==> config.mk <==
export PLATFORM = sky130hd
export DESIGN_NAME = iso_unlock_seq
export DESIGN_NICKNAME = d
export VERILOG_FILES = /design/src/rtl/iso_unlock_pkg.sv /design/src/rtl/iso_code_match.sv /design/src/rtl/iso_step_tracker.sv /design/src/rtl/iso_pulse_timer.sv /design/src/rtl/iso_unlock_seq.sv
export SDC_FILE = /design/constraint.sdc
export NUM_CORES = 1
export LEC_CHECK = 0
export ABC_AREA = 0
export CAP_MARGIN = 10
export CORE_MARGIN = 2
export CORE_UTILIZATION = 25
export CTS_BUF_LIST = sky130_fd_sc_hd__clkbuf_16
export DETAILED_ROUTE_END_ITERATION = 10
export PLACE_DENSITY_LB_ADDON = 0.15
export RECOVER_POWER = 50
export SLEW_MARGIN = 5
export SYNTH_ARGS = -nofsm -noshare
export SYNTH_HDL_FRONTEND = slang
export SYNTH_SLANG_ARGS = --single-unit
export TNS_END_PERCENT = 10
==> constraint.sdc <==
create_clock -name clk -period 7.13 [get_ports clk]
set_input_delay 1.426 -clock clk [delete_from_list [all_inputs] [get_ports clk]]
set_output_delay 1.426 -clock clk [all_outputs]
set_load 0.005 [all_outputs]
==> src/rtl/iso_unlock_pkg.sv <==
// Shared definitions for the isolation unlock detector.
// Assumes: the unlock order is fixed at seven codes of three bits each.
package iso_unlock_pkg;

    localparam int SEQ_LEN = 7;
    localparam int CODE_W  = 3;
    localparam int STEP_W  = $clog2(SEQ_LEN + 1);

    // Classification of one control write against the current progress.
    typedef enum logic [1:0] {
        MK_HOLD          = 2'd0,
        MK_ADVANCE       = 2'd1,
        MK_RESTART_EMPTY = 2'd2,
        MK_RESTART_FIRST = 2'd3
    } match_kind_t;

    // Phase of the enable timer.
    typedef enum logic [1:0] {
        PH_COLLECT = 2'd0,
        PH_ARM     = 2'd1,
        PH_PULSE   = 2'd2
    } phase_t;

    // Code expected at a given step index of the unlock order.
    function automatic logic [CODE_W-1:0] step_code(input logic [STEP_W-1:0] idx);
        case (idx)
            STEP_W'(0): step_code = CODE_W'(3'h0);
            STEP_W'(1): step_code = CODE_W'(3'h1);
            STEP_W'(2): step_code = CODE_W'(3'h3);
            STEP_W'(3): step_code = CODE_W'(3'h7);
            STEP_W'(4): step_code = CODE_W'(3'h5);
            STEP_W'(5): step_code = CODE_W'(3'h1);
            default:    step_code = CODE_W'(3'h0);
        endcase
    endfunction

endpackage

==> src/rtl/iso_code_match.sv <==
// Classifies an incoming code against the number of steps accepted so far.
// Purely combinational. Assumes accepted < SEQ_LEN whenever the result is used.
module iso_code_match
    import iso_unlock_pkg::*;
(
    input  logic [CODE_W-1:0] code_i,
    input  logic [STEP_W-1:0] accepted_i,
    output match_kind_t       kind_o,
    output logic              is_last_o
);

    logic [CODE_W-1:0] expected_code;
    logic [CODE_W-1:0] prior_code;
    logic              has_prior;

    // Look up the next expected code and the code that was last accepted.
    always_comb begin
        expected_code = step_code(accepted_i);
        prior_code    = step_code(accepted_i - STEP_W'(1));
        has_prior     = (accepted_i != '0);
    end

    // Decide: repeat, advance, or restart (onto step 0 or onto nothing).
    always_comb begin
        if (has_prior && (code_i == prior_code)) begin
            kind_o = MK_HOLD;
        end else if (code_i == expected_code) begin
            kind_o = MK_ADVANCE;
        end else if (code_i == step_code('0)) begin
            kind_o = MK_RESTART_FIRST;
        end else begin
            kind_o = MK_RESTART_EMPTY;
        end
    end

    // Flag the final step of the order.
    always_comb begin
        is_last_o = (accepted_i == STEP_W'(SEQ_LEN - 1));
    end

endmodule

==> src/rtl/iso_step_tracker.sv <==
// Holds the step progress and the parity acknowledge bit.
// Assumes fire_i is low while the enable timer is busy, and clear_i pulses once when the timer finishes.
module iso_step_tracker
    import iso_unlock_pkg::*;
(
    input  logic              clk,
    input  logic              rst_n,
    input  logic              fire_i,
    input  match_kind_t       kind_i,
    input  logic              is_last_i,
    input  logic              clear_i,
    output logic [STEP_W-1:0] accepted_o,
    output logic              ack_o,
    output logic              seq_done_o
);

    // Update progress and acknowledge on each qualified write.
    always_ff @(posedge clk) begin
        if (!rst_n || clear_i) begin
            accepted_o <= '0;
            ack_o      <= 1'b0;
        end else if (fire_i) begin
            case (kind_i)
                MK_ADVANCE: begin
                    ack_o      <= accepted_o[0];
                    accepted_o <= accepted_o + STEP_W'(1);
                end
                MK_RESTART_FIRST: begin
                    ack_o      <= 1'b0;
                    accepted_o <= STEP_W'(1);
                end
                MK_RESTART_EMPTY: begin
                    ack_o      <= 1'b0;
                    accepted_o <= '0;
                end
                default: begin
                    ack_o      <= ack_o;
                    accepted_o <= accepted_o;
                end
            endcase
        end
    end

    // Signal that the write in this cycle completes the order.
    always_comb begin
        seq_done_o = fire_i && (kind_i == MK_ADVANCE) && is_last_i;
    end

endmodule

==> src/rtl/iso_pulse_timer.sv <==
// Waits EN_LAG cycles after start, then holds the enable for PULSE_LEN cycles.
// Assumes EN_LAG >= 1 and PULSE_LEN >= 1, and ignores start while busy.
module iso_pulse_timer
    import iso_unlock_pkg::*;
#(
    parameter int EN_LAG    = 16,
    parameter int PULSE_LEN = 50000
) (
    input  logic clk,
    input  logic rst_n,
    input  logic start_i,
    output logic busy_o,
    output logic iso_en_o,
    output logic done_o
);

    localparam int CNT_MAX = (EN_LAG > PULSE_LEN) ? EN_LAG : PULSE_LEN;
    localparam int CNT_W   = $clog2(CNT_MAX + 1);
    localparam logic [CNT_W-1:0] LAG_LAST   = CNT_W'(EN_LAG - 1);
    localparam logic [CNT_W-1:0] PULSE_LAST = CNT_W'(PULSE_LEN - 1);

    phase_t           phase_q;
    logic [CNT_W-1:0] cnt_q;

    // Step through collect, arm delay and pulse window.
    always_ff @(posedge clk) begin
        if (!rst_n) begin
            phase_q <= PH_COLLECT;
            cnt_q   <= '0;
        end else begin
            case (phase_q)
                PH_COLLECT: begin
                    cnt_q <= '0;
                    if (start_i) phase_q <= PH_ARM;
                end
                PH_ARM: begin
                    if (cnt_q == LAG_LAST) begin
                        phase_q <= PH_PULSE;
                        cnt_q   <= '0;
                    end else begin
                        cnt_q <= cnt_q + CNT_W'(1);
                    end
                end
                PH_PULSE: begin
                    if (cnt_q == PULSE_LAST) begin
                        phase_q <= PH_COLLECT;
                        cnt_q   <= '0;
                    end else begin
                        cnt_q <= cnt_q + CNT_W'(1);
                    end
                end
                default: begin
                    phase_q <= PH_COLLECT;
                    cnt_q   <= '0;
                end
            endcase
        end
    end

    // Decode phase into busy, enable and completion flags.
    always_comb begin
        busy_o   = (phase_q != PH_COLLECT);
        iso_en_o = (phase_q == PH_PULSE);
        done_o   = (phase_q == PH_PULSE) && (cnt_q == PULSE_LAST);
    end

endmodule

==> src/rtl/iso_unlock_seq.sv <==
// Top of the isolation unlock detector: matches the code order, toggles the
// acknowledge and drives the timed enable.
// Assumes one write strobe per bus write and that the consumer samples iso_en_o.
module iso_unlock_seq
    import iso_unlock_pkg::*;
#(
    parameter int DATA_W    = 8,
    parameter int EN_LAG    = 16,
    parameter int PULSE_LEN = 50000
) (
    input  logic              clk,
    input  logic              rst_n,
    input  logic              ctl_wr_en_i,
    input  logic [DATA_W-1:0] ctl_wr_data_i,
    output logic [DATA_W-1:0] ack_stat_o,
    output logic [DATA_W-1:0] iso_stat_o,
    output logic              iso_en_o
);

    localparam int ACK_POS = 3;
    localparam int EN_POS  = 0;

    logic [CODE_W-1:0] code;
    match_kind_t       kind;
    logic              is_last;
    logic              wr_fire;
    logic [STEP_W-1:0] accepted;
    logic              ack_bit;
    logic              seq_done;
    logic              busy;
    logic              pulse_done;
    logic              iso_en;

    // Extract the code field and qualify the write with timer idleness.
    always_comb begin
        code    = ctl_wr_data_i[CODE_W-1:0];
        wr_fire = ctl_wr_en_i && !busy;
    end

    iso_code_match u_match (
        .code_i     (code),
        .accepted_i (accepted),
        .kind_o     (kind),
        .is_last_o  (is_last)
    );

    iso_step_tracker u_track (
        .clk        (clk),
        .rst_n      (rst_n),
        .fire_i     (wr_fire),
        .kind_i     (kind),
        .is_last_i  (is_last),
        .clear_i    (pulse_done),
        .accepted_o (accepted),
        .ack_o      (ack_bit),
        .seq_done_o (seq_done)
    );

    iso_pulse_timer #(
        .EN_LAG    (EN_LAG),
        .PULSE_LEN (PULSE_LEN)
    ) u_timer (
        .clk      (clk),
        .rst_n    (rst_n),
        .start_i  (seq_done),
        .busy_o   (busy),
        .iso_en_o (iso_en),
        .done_o   (pulse_done)
    );

    // Pack the acknowledge and enable bits into their status words.
    always_comb begin
        ack_stat_o          = '0;
        ack_stat_o[ACK_POS] = ack_bit;
        iso_stat_o          = '0;
        iso_stat_o[EN_POS]  = iso_en;
        iso_en_o            = iso_en;
    end

endmodule

==> impl_summary.txt, run 1 <==
----------------------------------------------------
[Clock tree]
  CTS H-tree depth ... 1
  # resized after CTS ... 0
  Post-CTS Setup Repair Bufs ... 0
  Cell at the root of the clock tree ... sky130_fd_sc_hd__clkbuf_16
  CTS Buf Count ... 3
  Clock transition at path regs ... approximately 0.060 ns
  Clock tree from TritonCTS ... yes
  TritonCTS Sinks ... 22
  Maximum number of buffers from clock root to sink ... 2
  Hold bufs inserted after CTS ... 0
  Clock insertion delay at the later pin of the skew report ... 0.26 ns

[Synth]
  Top flip-flop cell by instance count after synthesis ... sky130_fd_sc_hd__dfxtp_1
  Async set-reset flop share out of synthesis ... 0
  Synthesized area ... ~1500 sq um
  Cell taking the most area after synthesis ... sky130_fd_sc_hd__dfxtp_1
  Share of cell area taken by muxes after synthesis ... 0.0134
  EDFF count, synth ... 0
  Count of distinct cell types in the synthesized netlist ... 43
  Dominant cells by area after synthesis ... sky130_fd_sc_hd__dfxtp_1 (29%), sky130_fd_sc_hd__ha_1 (8.4%), sky130_fd_sc_hd__buf_4 (8.0%), sky130_fd_sc_hd__nor2_1 (5.5%), sky130_fd_sc_hd__xnor2_1 (4.7%)
  Largest family of logic cells by synthesized area ... simple AND/OR/NAND/NOR gates
  Synth Area in XOR/XNOR ... 0.104
  Most frequent cells after synthesis ... sky130_fd_sc_hd__dfxtp_1 (22), sky130_fd_sc_hd__nor2_1 (22), sky130_fd_sc_hd__buf_4 (16)
  Seq/Total Area, Yosys ... 0.294
  Share of Yosys cell area claimed by the top area cell type ... 0.294
  Cells after synthesis ... 180
  Warnings from Yosys ... 0
  Share of synthesized cell area in and, or, nand and nor gates ... 0.269
  Share of the synthesized area in compound gates (AO/OA/AOI/OAI) ... 0.109
  Average size of a mapped cell ... about 8.3 sq um
  Adder and majority cell fraction of the synthesized area ... 0.0835
  Number of register bits inferred by synthesis ... 22

[Timing]
  Number of setup violations in the final report ... 0
  Final worst slack ... 3.54 ns
  Pin slew with the least headroom to its limit ... between 0.6 and 0.7 ns
  RSZ-0062 raised after global routing ... false
  Final Max Tran Viols ... 0
  Portion of the clock cycle consumed by the worst path in the final layout ... 0.503
  Count of endpoints failing hold in the final timing report ... 0
  Final hold slack ... 0.452 ns
  Fmax ... 279 MHz
  Sum Neg Setup Slack ... 0 ns
  Final critical-path required period ... 3.59 ns
  Setup clock skew after layout ... approximately 0.0031 ns
  Worst slew margin relative to its limit ... 0.562

[Die]
  Die X ... a little over 80 um
  Number of top-level pins ... 28
  Std-Cell Core Area ... ~5900 sq um
  Starting Density ... 0.256
  Die H ... 81.4 um
  Number of rows in the core area ... 28
  Die outline area ... between 6000 and 7000 sq um

[Drt]
  Iteration count of the initial detailed-routing pass ... 4
  Post-DR wirelength/cell ... about 10 um
  Iteration-0 DRC Markers ... 30
  Mean number of vias per cell ... 4.31
  Routed Wire Length ... 2730 um
  Vias ... roughly 1.1k
  Number of DRC violations after detailed routing ... 0
  Count of antenna-violating nets left after detailed routing ... 0

[Finish]
  Final net count ... a little over 200
  Share of post-route cells with drive strength above 1 ... 0.0919
  Relative area change from synthesis to final layout ... 12.3%
  Fill cell instance count of the final layout ... 636
  Utilization after layout ... 0.287
  Final antenna diode count ... 0

[Global route]
  Total grt overflow ... 0
  Wire length of the first global-routing pass ... 4770 um
  Largest net degree at the start of global routing ... 17
  Via count of the first global-routing pass ... ~1.1k
  Global router's overall resource usage ... 0.0914
  Antenna violations before repair ... 0

[Worst setup path]
  Critical Path Sink Type ... register
  Highest net fanout along the worst path ... 10
  Arrival @ worst endpoint ... 3.71 ns
  Req. time, crit path ... 7.26 ns
  Crit Path Class ... in -> reg
  Crit path launch type ... primary input

[Placed design]
  Port buffer count ... 8
  Placement-stage worst setup slack ... approximately 3.3 ns
  Routability cong. ... between 0.6 and 0.7
  Detailed placement HPWL ... about 2000 um

[Worst hold path]
  Worst hold path type ... reg -> reg

[Power and ir drop]
  Power density over the cells ... 179 nW/um^2
  Leak Pwr ... between 0.6 and 0.7 nW
  Overall power after layout ... around 0.30 mW
  Max IR drop VDD ... around 0.068 mV

[Outcome]
  Status ... completed

[Flow run]
  Max-capacitance violation count ... 0

----------------------------------------------------
==> placed cells by master, fill, tap and decap left out, types with 2 or more instances in the layout <==
| cell | n |
|---|---|
| sky130_fd_sc_hd__nor3_1 | 5 |
| sky130_fd_sc_hd__or3_2 | 3 |
| sky130_fd_sc_hd__a21oi_1 | 6 |
| sky130_fd_sc_hd__nand4_1 | 5 |
| sky130_fd_sc_hd__or2_2 | 2 |
| sky130_fd_sc_hd__or3_1 | 2 |
| sky130_fd_sc_hd__o211ai_1 | 2 |
| sky130_fd_sc_hd__mux2i_1 | 2 |
| sky130_fd_sc_hd__dfxtp_1 | 22 |
| sky130_fd_sc_hd__o21ai_0 | 4 |
| sky130_fd_sc_hd__and3_1 | 5 |
| sky130_fd_sc_hd__xor2_1 | 8 |
| sky130_fd_sc_hd__a22o_1 | 2 |
| sky130_fd_sc_hd__ha_1 | 10 |
| sky130_fd_sc_hd__clkdlybuf4s50_1 | 6 |
| sky130_fd_sc_hd__nor2b_1 | 2 |
| sky130_fd_sc_hd__dlygate4sd3_1 | 2 |
| sky130_fd_sc_hd__nand3_1 | 7 |
| sky130_fd_sc_hd__nand2_1 | 10 |
| sky130_fd_sc_hd__a31oi_1 | 3 |
| sky130_fd_sc_hd__nor2_1 | 22 |
| sky130_fd_sc_hd__conb_1 | 14 |
| sky130_fd_sc_hd__inv_1 | 11 |
| sky130_fd_sc_hd__or4_1 | 2 |
| sky130_fd_sc_hd__xnor2_1 | 8 |
| sky130_fd_sc_hd__or3b_1 | 2 |
| sky130_fd_sc_hd__clkbuf_16 | 3 |
==> through the flow <==
step / instances / instance area, sq um
CTS: 260 / 1680
detailed placement: 256 / 1580
global placement: 256 / 1580
global route: 260 / 1680
floorplan: 193 / 1550
finish: 260 / 1680
==> power by group <==
part	switching [mW]	internal (mW)
Sequential	0.000341	0.123
Combinational	0.0111	0.00845
Clock	0.0463	0.112
==> layer usage <==
metal / GRT usage / part of all wire / routed length (um)
met3: 0.0211 / 0.035 / 95
met2: 0.146 / 0.45 / 1220
met5: 0 / 0 / 0
met1: 0.119 / 0.50 / 1360
met4: 0.0356 / 0.016 / 44
==> worst paths after layout <==
check / to / start / slack [ns] / cells after the start
hold reg to reg: u_track.ack_o / u_track.ack_o / 0.45 / 2
setup reg to reg: u_timer.phase_q[0] / u_track.accepted_o[2] / 4.52 / 7
hold / removal: u_track.ack_o / u_track.ack_o / 0.45 / 2
setup / recovery: u_track.accepted_o[0] / ctl_wr_data_i[1] / 3.54 / 7
==> area by class of cell <==
cell class                      instances  area, sq um  area share
Clock inverter                          1         30.0      0.0179
Multi-Input combinational cell        140          921       0.548
Inverter                               11         41.3      0.0246
Tap cell                               75         93.8      0.0558
Sequential cell                        22          440       0.262
Timing Repair Buffer                    8         80.1      0.0476
Clock buffer                            3         75.1      0.0446
==> sequential cells by signal (all words and copies together) (netlist names) <==
| signal | count |
|---|---|
| u_timer.cnt_q | 16 |
| u_track.ack_o | 1 |
| u_track.accepted_o | 3 |
| u_timer.phase_q | 2 |
==> worst max-delay path, cell delays in order <==
cell                              delay, ns
sky130_fd_sc_hd__clkdlybuf4s50_1       0.66
sky130_fd_sc_hd__or4bb_2               0.64
sky130_fd_sc_hd__a31oi_1               0.23
sky130_fd_sc_hd__o2111ai_2             0.20
sky130_fd_sc_hd__o211ai_4              0.31
sky130_fd_sc_hd__or3_2                 0.18
sky130_fd_sc_hd__a31oi_1               0.06
==> logic make-up (layout without fill, tap and decap cells) <==
| logic type | Yosys count | after routing |
|---|---|---|
| other cells | 1 | 14 |
| simple gates | 75 | 75 |
| buf+inv | 31 | 23 |
| flops | 22 | 22 |
| compound gates | 22 | 22 |
| mux | 2 | 2 |
| fa+ha+maj | 10 | 10 |
| xor+xnor | 17 | 17 |
Note: power is estimated with default switching activity, not from simulation.
==> inputs of run 2 (changes only) <==
Clock period 7.13 ns to 3.3 ns, I/O delays scaled along.
==> run 2 against run 1 <==
Total power grew 120%; count of clock-buffer cells in the layout is the same; die area is the same; combinational power grew 120%; critical endpoint unchanged.
==> impl_summary.txt, run 2 (synthesis results as in run 1) <==
----------------------------------------------------
[Timing]
  Count of endpoints failing hold in the final timing report ... 0 (unchanged)
  Setup clock skew after layout ... 0.00321 ns (+0.0000704 ns)
  Fmax ... just under 400 MHz
  Number of setup violations in the final report ... 0 (unchanged)
  Sum Neg Setup Slack ... 0 ns (unchanged)
  Worst slew margin relative to its limit ... 0.577 (+0.0149)
  Final Max Tran Viols ... 0 (unchanged)
  Pin slew with the least headroom to its limit ... 0.633 ns (-0.0223 ns)
  Portion of the clock cycle consumed by the worst path in the final layout ... 0.785
  Final critical-path required period ... about 2.6 ns
  RSZ-0062 raised after global routing ... false

[Worst setup path]
  Crit Path Class ... in -> reg
  Req. time, crit path ... 3.42 ns (-3.84 ns)
  Reg2Reg Capture Point ... u_timer.phase_q[0]
  Library cell appearing most often on the critical path ... sky130_fd_sc_hd__a31oi_1
  Largest stage delay on the critical path ... 0.60 ns (-0.06 ns)
  Critical Path Sink Type ... register
  Critical register-to-register path startpoint ... u_track.accepted_o[2]
  Crit path launch type ... primary input
  Worst R2R Path Depth ... 7 (unchanged)
  Cell with the biggest individual delay on the critical path ... sky130_fd_sc_hd__or4bb_2
  Cell chain of the critical path ... clkdlybuf4s50_1, or4bb_2, a31oi_1, o2111ai_2, o211ai_4, or3_2, a31oi_1
  Highest net fanout along the worst path ... 10 (unchanged)
  R2r setup slk ... 0.73 ns (-3.79 ns)
  Arrival @ worst endpoint ... 2.71 ns (-1.00 ns)

[Power and ir drop]
  Sw power ... 0.126 mW (+120%)
  Internal power contribution ... 0.526 mW (+120%)
  Switching Fraction ... 0.193 (+0.00122)
  Clock power frac ... 0.524 (about the same)
  Overall power after layout ... 0.653 mW (+120%)
  Combinational cell fraction of total power ... 0.067 (+0.002)
  Share of power burned in registers ... 0.409 (-0.002)
  Max IR drop VDD ... 0.170 mV (+150%)
  Leak Pwr ... 0.615 nW (+1.9%)
  Power density over the cells ... 386 nW/um^2 (+120%)

[Drt]
  Iteration-0 DRC Markers ... 25 (-17%)
  Vias ... 1132 (+0.98%)
  Post-DR wirelength/cell ... 10.8 um (+3.0%)
  Count of antenna-violating nets left after detailed routing ... 0 (unchanged)
  Mean number of vias per cell ... 4.34 (+0.59%)
  Number of DRC violations after detailed routing ... 0 (unchanged)
  Routed Wire Length ... 2820 um (+3.4%)
  Iteration count of the initial detailed-routing pass ... 4 (unchanged)

[Worst hold path]
  Capture endpoint of the worst hold path ... u_track.ack_o
  Worst hold path type ... reg -> reg
  Worst hold path depth ... 2 (unchanged)
  Critical hold path startpoint ... u_track.ack_o

[Die]
  Die X ... 81.4 um (unchanged)
  Number of rows in the core area ... 28 (unchanged)
  Die H ... 81.4 um (unchanged)
  Starting Density ... 0.256 (unchanged)
  Die outline area ... 6630 sq um (unchanged)
  Number of top-level pins ... 28 (unchanged)
  Std-Cell Core Area ... 5850 sq um (unchanged)

[Clock tree]
  Hold bufs inserted after CTS ... 0 (unchanged)
  TritonCTS Sinks ... 22 (unchanged)
  Clock transition at path regs ... 0.06 ns (about the same)
  Cell at the root of the clock tree ... sky130_fd_sc_hd__clkbuf_16
  # resized after CTS ... 0 (unchanged)
  Clock tree from TritonCTS ... yes
  Maximum number of buffers from clock root to sink ... 2 (unchanged)
  Post-CTS Setup Repair Bufs ... 0 (unchanged)
  CTS Buf Count ... 3 (unchanged)
  Clock insertion delay at the later pin of the skew report ... 0.26 ns (about the same)
  CTS H-tree depth ... 1 (unchanged)

[Global route]
  Largest net degree at the start of global routing ... 17 (unchanged)
  Antenna violations before repair ... 0 (unchanged)
  Total grt overflow ... 0 (unchanged)
  Via count of the first global-routing pass ... 1065 (-0.19%)
  Global router's overall resource usage ... 0.0925 (+0.00111)
  Wire length of the first global-routing pass ... 4810 um (+0.88%)

[Finish]
  Share of post-route cells with drive strength above 1 ... 0.0968 (+0.00488)
  Final net count ... 208 (+0.48%)
  Max reg flops ... 16 (unchanged)
  Final antenna diode count ... 0 (unchanged)
  Largest registers ... u_timer.cnt_q (16), u_track.accepted_o (3), u_timer.phase_q (2)
  Relative area change from synthesis to final layout ... 12.8%
  Largest Register ... u_timer.cnt_q
  Post-route cell area ... 1690 sq um (+0.45%)
  Commonest cells after routing, fill and taps aside ... sky130_fd_sc_hd__nor2_1 (22), sky130_fd_sc_hd__dfxtp_1 (22), sky130_fd_sc_hd__conb_1 (14)
  Fill cell instance count of the final layout ... 628 (-1.3%)

[Placed design]
  Standard cell area after detailed placement ... 1580 sq um (+0.48%)
  Port buffer count ... 8 (unchanged)
  Detailed placement HPWL ... 2120 um (+5.3%)
  Routability cong. ... 0.674 (-0.72%)

[Outcome]
  Status ... completed

[Flow run]
  Max-capacitance violation count ... 0 (unchanged)

----------------------------------------------------
[run 2: critical path: cells and delay by family]
family | cells | cell delay (ns)
buffers and inverters | 1 | 0.48
AND/OR/NAND/NOR | 2 | 0.77
AO/OA/AOI/OAI | 4 | 0.79
[run 2: how the worst max path moves through the flow]
stage,end,start,slack [ns],cells after the start
final,u_track.accepted_o[0],ctl_wr_data_i[1],0.71,7
after global routing,u_track.accepted_o[0],u_track.accepted_o[2],0.58,7
after CTS,u_track.accepted_o[0],ctl_wr_data_i[1],0.69,7
after detailed placement,u_track.accepted_o[0],ctl_wr_data_i[1],0.43,7
after global placement,u_track.accepted_o[0],ctl_wr_data_i[1],0.41,7
after floorplan,u_track.accepted_o[0],ctl_wr_data_i[1],0.92,7
[run 2: final cells by class]
class	count	area (sq um)	share of cell area
flip-flops and latches	22	440	0.261
repair buffers	9	87.6	0.0519
well taps	75	93.8	0.0556
clock inverters	1	30.0	0.0178
multi-input cells	140	921	0.545
clock buffers	3	75.1	0.0444
inverters	11	41.3	0.0244
[run 2: metrics by stage]
stage                util  setup slack [ns]  hold slack (ns)  std cells
floorplan               -             0.921            0.430        193
global placement    0.271             0.412            0.450        257
detailed placement  0.271             0.428            0.453        257
CTS                 0.289             0.694            0.463        261
global route        0.289             0.576            0.502        261
finish              0.289             0.709            0.452        261
[run 2: power groups by stage]
stage,combinational (mW),sequential [mW],clock [mW]
5_1_grt,0.0489,0.267,0.365
4_1_cts,0.0435,0.267,0.353
6_report,0.0436,0.267,0.342
3_5_place_dp,0.0432,0.273,0
3_3_place_gp,0.0439,0.273,0
2_1_floorplan,0.0425,0.273,0
[run 2: layer usage]
layer	GRT usage	wire length, um	vias to the layer above
li1	-	-	598
met1	0.117	1390	514
met2	0.152	1300	16
met3	0.0156	81	4
met4	0.0458	44	0
met5	0	0	-
